--- config.mk ---
export PLATFORM = sky130hd
export DESIGN_NAME = lcbr_unit
export DESIGN_NICKNAME = d
export VERILOG_FILES = /design/src/rtl/lcbr_pkg.sv /design/src/rtl/lcbr_count_reg.sv /design/src/rtl/lcbr_target_calc.sv /design/src/rtl/lcbr_result_reg.sv /design/src/rtl/lcbr_unit.sv
export SDC_FILE = /design/constraint.sdc
export NUM_CORES = 1
export LEC_CHECK = 0
export CAP_MARGIN = 30
export CORE_MARGIN = 5
export CORE_UTILIZATION = 53
export DETAILED_ROUTE_END_ITERATION = 10
export MAX_ROUTING_LAYER = met4
export PLACE_DENSITY_LB_ADDON = 0.08
export SYNTH_ARGS = -nofsm -noshare
export SYNTH_HDL_FRONTEND = slang
export SYNTH_SLANG_ARGS = --single-unit
--- constraint.sdc ---
create_clock -name clk -period 12.5 [get_ports clk]
set_input_delay 2.5 -clock clk [delete_from_list [all_inputs] [get_ports clk]]
set_output_delay 2.5 -clock clk [all_outputs]
set_load 0.01 [all_outputs]
--- src/rtl/lcbr_pkg.sv ---
// Package: shared widths and the result record for the counted loop branch unit.
// Assumes a byte-addressed machine with 4-byte instructions.
package lcbr_pkg;
    parameter int DATA_W_DEF = 32;
    parameter int OFF_W_DEF  = 14;
    parameter int INSN_BYTES = 4;

    typedef struct packed {
        logic                  taken;
        logic [DATA_W_DEF-1:0] addr;
    } lcbr_res_t;
endpackage

--- src/rtl/lcbr_count_reg.sv ---
// Module: the private loop counter.
// It picks the operand (a moved value overrides the stored count), forms the
// decremented value for a branch and stores the next count.
// Assumes: the move has priority as a source, and the branch then consumes that value.
module lcbr_count_reg #(
    parameter int DATA_W = 32
) (
    input  logic              clk,
    input  logic              rst_n,
    input  logic              mv_en,
    input  logic [DATA_W-1:0] mv_val,
    input  logic              br_en,
    output logic [DATA_W-1:0] cnt,
    output logic [DATA_W-1:0] cnt_dec,
    output logic              dec_nonzero
);
    logic [DATA_W-1:0] operand;
    logic [DATA_W-1:0] cnt_nxt;

    // Select the operand the branch sees: a same-cycle move wins.
    always_comb begin
        operand = mv_en ? mv_val : cnt;
    end

    // Decrement with natural wrap-around and test the result for zero.
    always_comb begin
        cnt_dec     = operand - DATA_W'(1);
        dec_nonzero = |cnt_dec;
    end

    // Choose the next stored count: branch result, moved value, or hold.
    always_comb begin
        if (br_en)
            cnt_nxt = cnt_dec;
        else if (mv_en)
            cnt_nxt = mv_val;
        else
            cnt_nxt = cnt;
    end

    // Counter storage with synchronous active-low reset to zero.
    always_ff @(posedge clk) begin
        if (!rst_n)
            cnt <= '0;
        else
            cnt <= cnt_nxt;
    end
endmodule

--- src/rtl/lcbr_target_calc.sv ---
// Module: computes the resolved next address of a counted branch.
// Taken: PC plus the sign-extended word offset scaled to bytes. Not taken: PC plus one instruction.
// Assumes OFF_W + SHIFT <= DATA_W.
module lcbr_target_calc #(
    parameter int DATA_W = 32,
    parameter int OFF_W  = 14,
    parameter int SHIFT  = 2
) (
    input  logic [DATA_W-1:0] pc,
    input  logic [OFF_W-1:0]  off,
    input  logic              taken,
    output logic [DATA_W-1:0] next_addr
);
    localparam int EXT_W = DATA_W - OFF_W - SHIFT;

    logic [DATA_W-1:0] off_bytes;
    logic [DATA_W-1:0] tgt;
    logic [DATA_W-1:0] seq;

    // Sign-extend the word offset and scale it to a byte displacement.
    generate
        if (EXT_W > 0) begin : g_ext
            always_comb off_bytes = {{EXT_W{off[OFF_W-1]}}, off, {SHIFT{1'b0}}};
        end else begin : g_noext
            always_comb off_bytes = {off, {SHIFT{1'b0}}};
        end
    endgenerate

    // Form both candidate addresses and select one by the taken flag.
    always_comb begin
        tgt       = pc + off_bytes;
        seq       = pc + DATA_W'(1 << SHIFT);
        next_addr = taken ? tgt : seq;
    end
endmodule

--- src/rtl/lcbr_result_reg.sv ---
// Module: result stage. It registers the valid strobe and the branch outcome one cycle after the request.
// Assumes the outcome fields matter only while valid is high; they are reset to zero anyway.
module lcbr_result_reg #(
    parameter int DATA_W = 32
) (
    input  logic              clk,
    input  logic              rst_n,
    input  logic              req,
    input  logic              taken_in,
    input  logic [DATA_W-1:0] addr_in,
    output logic              valid_q,
    output logic              taken_q,
    output logic [DATA_W-1:0] addr_q
);
    // Strobe register: high only for the cycle that follows a request.
    always_ff @(posedge clk) begin
        if (!rst_n)
            valid_q <= 1'b0;
        else
            valid_q <= req;
    end

    // Outcome registers: capture the outcome on a request, otherwise hold.
    always_ff @(posedge clk) begin
        if (!rst_n) begin
            taken_q <= 1'b0;
            addr_q  <= '0;
        end else if (req) begin
            taken_q <= taken_in;
            addr_q  <= addr_in;
        end
    end
endmodule

--- src/rtl/lcbr_unit.sv ---
// Module: top of the counted loop branch unit.
// It joins the private counter, the address calculation and the result stage.
// Assumes one branch request at most per cycle; results return one cycle later.
module lcbr_unit #(
    parameter int DATA_W = lcbr_pkg::DATA_W_DEF,
    parameter int OFF_W  = lcbr_pkg::OFF_W_DEF
) (
    input  logic              clk,
    input  logic              rst_n,
    input  logic              mv_en_i,
    input  logic [DATA_W-1:0] mv_val_i,
    input  logic              br_en_i,
    input  logic [DATA_W-1:0] br_pc_i,
    input  logic [OFF_W-1:0]  br_off_i,
    output logic [DATA_W-1:0] cnt_o,
    output logic              res_valid_o,
    output logic              res_taken_o,
    output logic [DATA_W-1:0] res_addr_o
);
    localparam int SHIFT = $clog2(lcbr_pkg::INSN_BYTES);

    logic [DATA_W-1:0] cnt_dec;
    logic              dec_nz;
    logic [DATA_W-1:0] next_addr;

    lcbr_count_reg #(.DATA_W(DATA_W)) u_cnt (
        .clk         (clk),
        .rst_n       (rst_n),
        .mv_en       (mv_en_i),
        .mv_val      (mv_val_i),
        .br_en       (br_en_i),
        .cnt         (cnt_o),
        .cnt_dec     (cnt_dec),
        .dec_nonzero (dec_nz)
    );

    lcbr_target_calc #(.DATA_W(DATA_W), .OFF_W(OFF_W), .SHIFT(SHIFT)) u_tgt (
        .pc        (br_pc_i),
        .off       (br_off_i),
        .taken     (dec_nz),
        .next_addr (next_addr)
    );

    lcbr_result_reg #(.DATA_W(DATA_W)) u_res (
        .clk      (clk),
        .rst_n    (rst_n),
        .req      (br_en_i),
        .taken_in (dec_nz),
        .addr_in  (next_addr),
        .valid_q  (res_valid_o),
        .taken_q  (res_taken_o),
        .addr_q   (res_addr_o)
    );

    // The decremented value reaches the outputs only through the counter register.
    logic unused_dec;
    always_comb unused_dec = ^cnt_dec;
endmodule

==> impl_metrics.tcl <==
set metrics [dict create \
    status "finished clean" \
    num_vias 5692 \
    fp.dieArea_um2 12400 \
    synth.cell_area_um2 5430 \
    post_placement_cell_count 946 \
    reg2reg_depth 18 \
    layout.cell_area.non_filler_um2 7130 \
    routed_wirelength_um 16600 \
    clock-root-buffer "sky130_fd_sc_hd__clkbuf_8" \
    antenna_left 0 \
    critical-path-slowest-cell "sky130_fd_sc_hd__a222oi_1" \
    synthesis.area_per_instance_um2 7.87 \
    h_tree_level_count 3 \
    skew_ps 9.05 \
    startpoint "mv_en_i" \
    dpl_worst_slack_ps 3400 \
    cp-end-kind "flop" \
    grt_pass1_vias 5588 \
    final_routed_drc_violation_total 0 \
    synthDistinctLibCells 70 \
    clk_pin_slew_worst_paths_ps 70 \
    synth_sequential_area_ratio_pct 24.3 \
    finalWeightedCongestion 0.954 \
    finalSetupViolations 0 \
    drt_pass1_iterations 5 \
    synthMostInstantiatedCell "sky130_fd_sc_hd__nor2_1" \
    die_y_um 111 \
    leakagePower_nw 2.88 \
    postCtsSetupRepairBufs 0 \
    power_uw 672 \
    cp_cell_sequence "buf_2 > buf_4 > or3b_2 > a222oi_1 > nand2_1 > xor2_1 > or3_1 > a2111oi_2 > nand3_1 > and2_1 > ha_1 > o21ai_0 > nor4_1 > o211ai_1 > a21oi_1 > o41ai_1 > o21ai_0 > nand3b_1 > mux2i_1 > a2111oi_2" \
    dpl_cell_area_um2 6960 \
    grt_pass1_wl_um 27500 \
    maxCapViolations 0 \
    crit-reg2reg-launch "u_cnt.cnt[2]$_SDFF_PN0_" \
    fin_nets 935 \
    initial_core_util_pct 53.6 \
    die_w_um 111 \
    hold_path_class "flop to flop" \
    postCtsHoldBufs 0 \
    longest_individual_stage_delay_on_the_worst_path_ps 710 \
    fin_crit_ps 8820 \
    wl_per_cell_um 17.3 \
    p_per_area_nw_per_um2 94.2 \
    tritoncts_clock_tree "done" \
    clkSinkCount 66 \
    min_delay_path_depth 2 \
    synth.top_cell.area_share_pct 24.3 \
    netlist_top_cells_area "sky130_fd_sc_hd__dfxtp_1 24%, sky130_fd_sc_hd__mux2i_1 7.7%, sky130_fd_sc_hd__ha_1 7.1%" \
    yosys_register_bits 66 \
    netlist.top_cell.by_area "sky130_fd_sc_hd__dfxtp_1" \
    mappedNetlistNets 804 \
    setup_ws_ps 3680 \
    placement.io_buffers 147 \
    fin_crit_sh_pct 70.6 \
    drv_slew 0 \
    global_route.usage.total_pct 27.1 \
    rsz_0062_raised_after_global_routing "false" \
    timing_worst_setup_path_type "input port to flop" \
    post_synth_most_frequent_cells "90 x sky130_fd_sc_hd__nor2_1, 66 x sky130_fd_sc_hd__dfxtp_1, 46 x sky130_fd_sc_hd__nand2_1" \
    core_area_um2 10100 \
    final_layout_size_suffix_gt1_share_pct 5.10 \
    num_rows 37 \
    maximum_buffer_depth_of_the_clock_tree 2 \
    timing.hold.worst.start "u_res.addr_q[17]$_SDFFE_PN0P_" \
    max-slew-margin-rel_pct 37.4 \
    ys.warnings.count 0 \
    number_of_buffers_created_by_cts 9 \
    design.portCount 148 \
    global_route.overflow_total 0 \
    half_perimeter_wire_length_after_placement_um 12700 \
    timing.critical_path.arrival_ps 9080 \
    async_s_r_ff_share_synth_pct 0 \
    antenna_found_initial 0 \
    antenna_cells 0 \
    ir_worst_vdd_uv 59.7 \
    critical_path.max_fanout 54 \
    clock_latency_ps 370 \
    syn2layout_area_growth_pct 31.3 \
    netlist_instances 690 \
    fmax_mhz 113 \
    cts_resized 0 \
    timing.critical_path.from_type "input port" \
    stdcell_count 960 \
    timing.setup.tns_ps 0 \
    worst-slew-pin-transition_ps 934 \
    dominantRegCellSynth "sky130_fd_sc_hd__dfxtp_1" \
    largest_net_degree_at_the_start_of_global_routing 55 \
    drt-initial-drc-count 355 \
    synth_enable_flop_cells 0 \
    worst_path_required_ps 12760 \
    finalHoldViolCount 0 \
    drt-vias-per-instance 5.93 \
]
==> layer usage <==
metal | track usage (%) | part of all wire (%) | vias up
li1 | - | - | 2780
met1 | 32.9 | 42 | 2626
met2 | 45.6 | 49 | 245
met3 | 3.82 | 6.1 | 41
met4 | 10.6 | 2.6 | 0
met5 | - | 0 | -
==> worst paths after layout <==
path                                                 endpoint  slack (ps)
worst max-delay path            u_res.addr_q[31]$_SDFFE_PN0P_        3680
worst min-delay path            u_res.addr_q[17]$_SDFFE_PN0P_         470
worst max register to register  u_res.addr_q[31]$_SDFFE_PN0P_        6200
worst min register to register  u_res.addr_q[17]$_SDFFE_PN0P_         470
==> layout make-up <==
class	instances	area, um2
Sequential cell	66	1320
Inverter	14	52.6
Timing Repair Buffer	151	1490
Clock buffer	10	128
Tap cell	136	170
Fill cell	822	3010
Multi-Input combinational cell	579	3920
Clock inverter	4	45.0
==> state kept, by name, summed over array words and instances (netlist names) <==
name,count
u_res.addr_q,32
u_cnt.cnt,32
u_res.taken_q,1
u_res.valid_q,1
==> cell usage in the layout (no fill, tap or decap), types with 5 or more instances in the layout <==
| cell | count |
|---|---|
| sky130_fd_sc_hd__a21o_1 | 18 |
| sky130_fd_sc_hd__mux2i_1 | 42 |
| sky130_fd_sc_hd__o211ai_1 | 5 |
| sky130_fd_sc_hd__nor3_1 | 28 |
| sky130_fd_sc_hd__nor3b_1 | 6 |
| sky130_fd_sc_hd__a31oi_1 | 8 |
| sky130_fd_sc_hd__nand4_1 | 7 |
| sky130_fd_sc_hd__nor2b_1 | 5 |
| sky130_fd_sc_hd__nand2_1 | 46 |
| sky130_fd_sc_hd__o21ai_0 | 20 |
| sky130_fd_sc_hd__inv_1 | 13 |
| sky130_fd_sc_hd__clkbuf_8 | 9 |
| sky130_fd_sc_hd__xor2_1 | 23 |
| sky130_fd_sc_hd__a21oi_1 | 45 |
| sky130_fd_sc_hd__nand3_1 | 26 |
| sky130_fd_sc_hd__ha_1 | 31 |
| sky130_fd_sc_hd__and3_1 | 13 |
| sky130_fd_sc_hd__dfxtp_1 | 66 |
| sky130_fd_sc_hd__and2_1 | 18 |
| sky130_fd_sc_hd__or3_1 | 11 |
| sky130_fd_sc_hd__nor4_1 | 10 |
| sky130_fd_sc_hd__or3b_2 | 5 |
| sky130_fd_sc_hd__o22ai_1 | 6 |
| sky130_fd_sc_hd__a211oi_1 | 7 |
| sky130_fd_sc_hd__mux2_2 | 7 |
| sky130_fd_sc_hd__xnor2_1 | 31 |
| sky130_fd_sc_hd__nor2_1 | 90 |
| sky130_fd_sc_hd__nand2b_1 | 5 |
| sky130_fd_sc_hd__clkdlybuf4s50_1 | 145 |
==> cells by family after synthesis <==
family / count (synthesis) / share of synthesized area, %
compound gates: 147 / 18.4
fa+ha+maj: 32 / 7.51
flops: 66 / 24.3
buf+inv: 45 / 3.45
mux: 50 / 9.47
xor+xnor: 54 / 8.71
simple gates: 296 / 28.2
==> where the power goes <==
group | total (mW) | switching, mW | leakage, nW | internal (mW)
registers | 0.244 | 0.0151 | 0.546 | 0.229
logic | 0.251 | 0.127 | 2.25 | 0.124
clock network | 0.177 | 0.0878 | 0.0918 | 0.0890
total | 0.672 | 0.230 | 2.88 | 0.442
==> worst max-delay path: cells and delay by family <==
kind / cells / cell delay, ps
AOI/OAI and AO/OA: 8 / 2890
and+or+nand+nor: 7 / 2010
buffers and inverters: 2 / 1020
adders and majority gates: 1 / 330
xor gates and xnor gates: 1 / 190
muxes: 1 / 100
==> per-stage QoR <==
stage | util (%) | hold WS, ps
floorplan | - | 486
global placement | 68.6 | 452
detailed placement | 68.6 | 465
CTS | 70.3 | 477
global route | 70.3 | 504
finish | 70.3 | 472
Power figures use the tool's default switching activity.
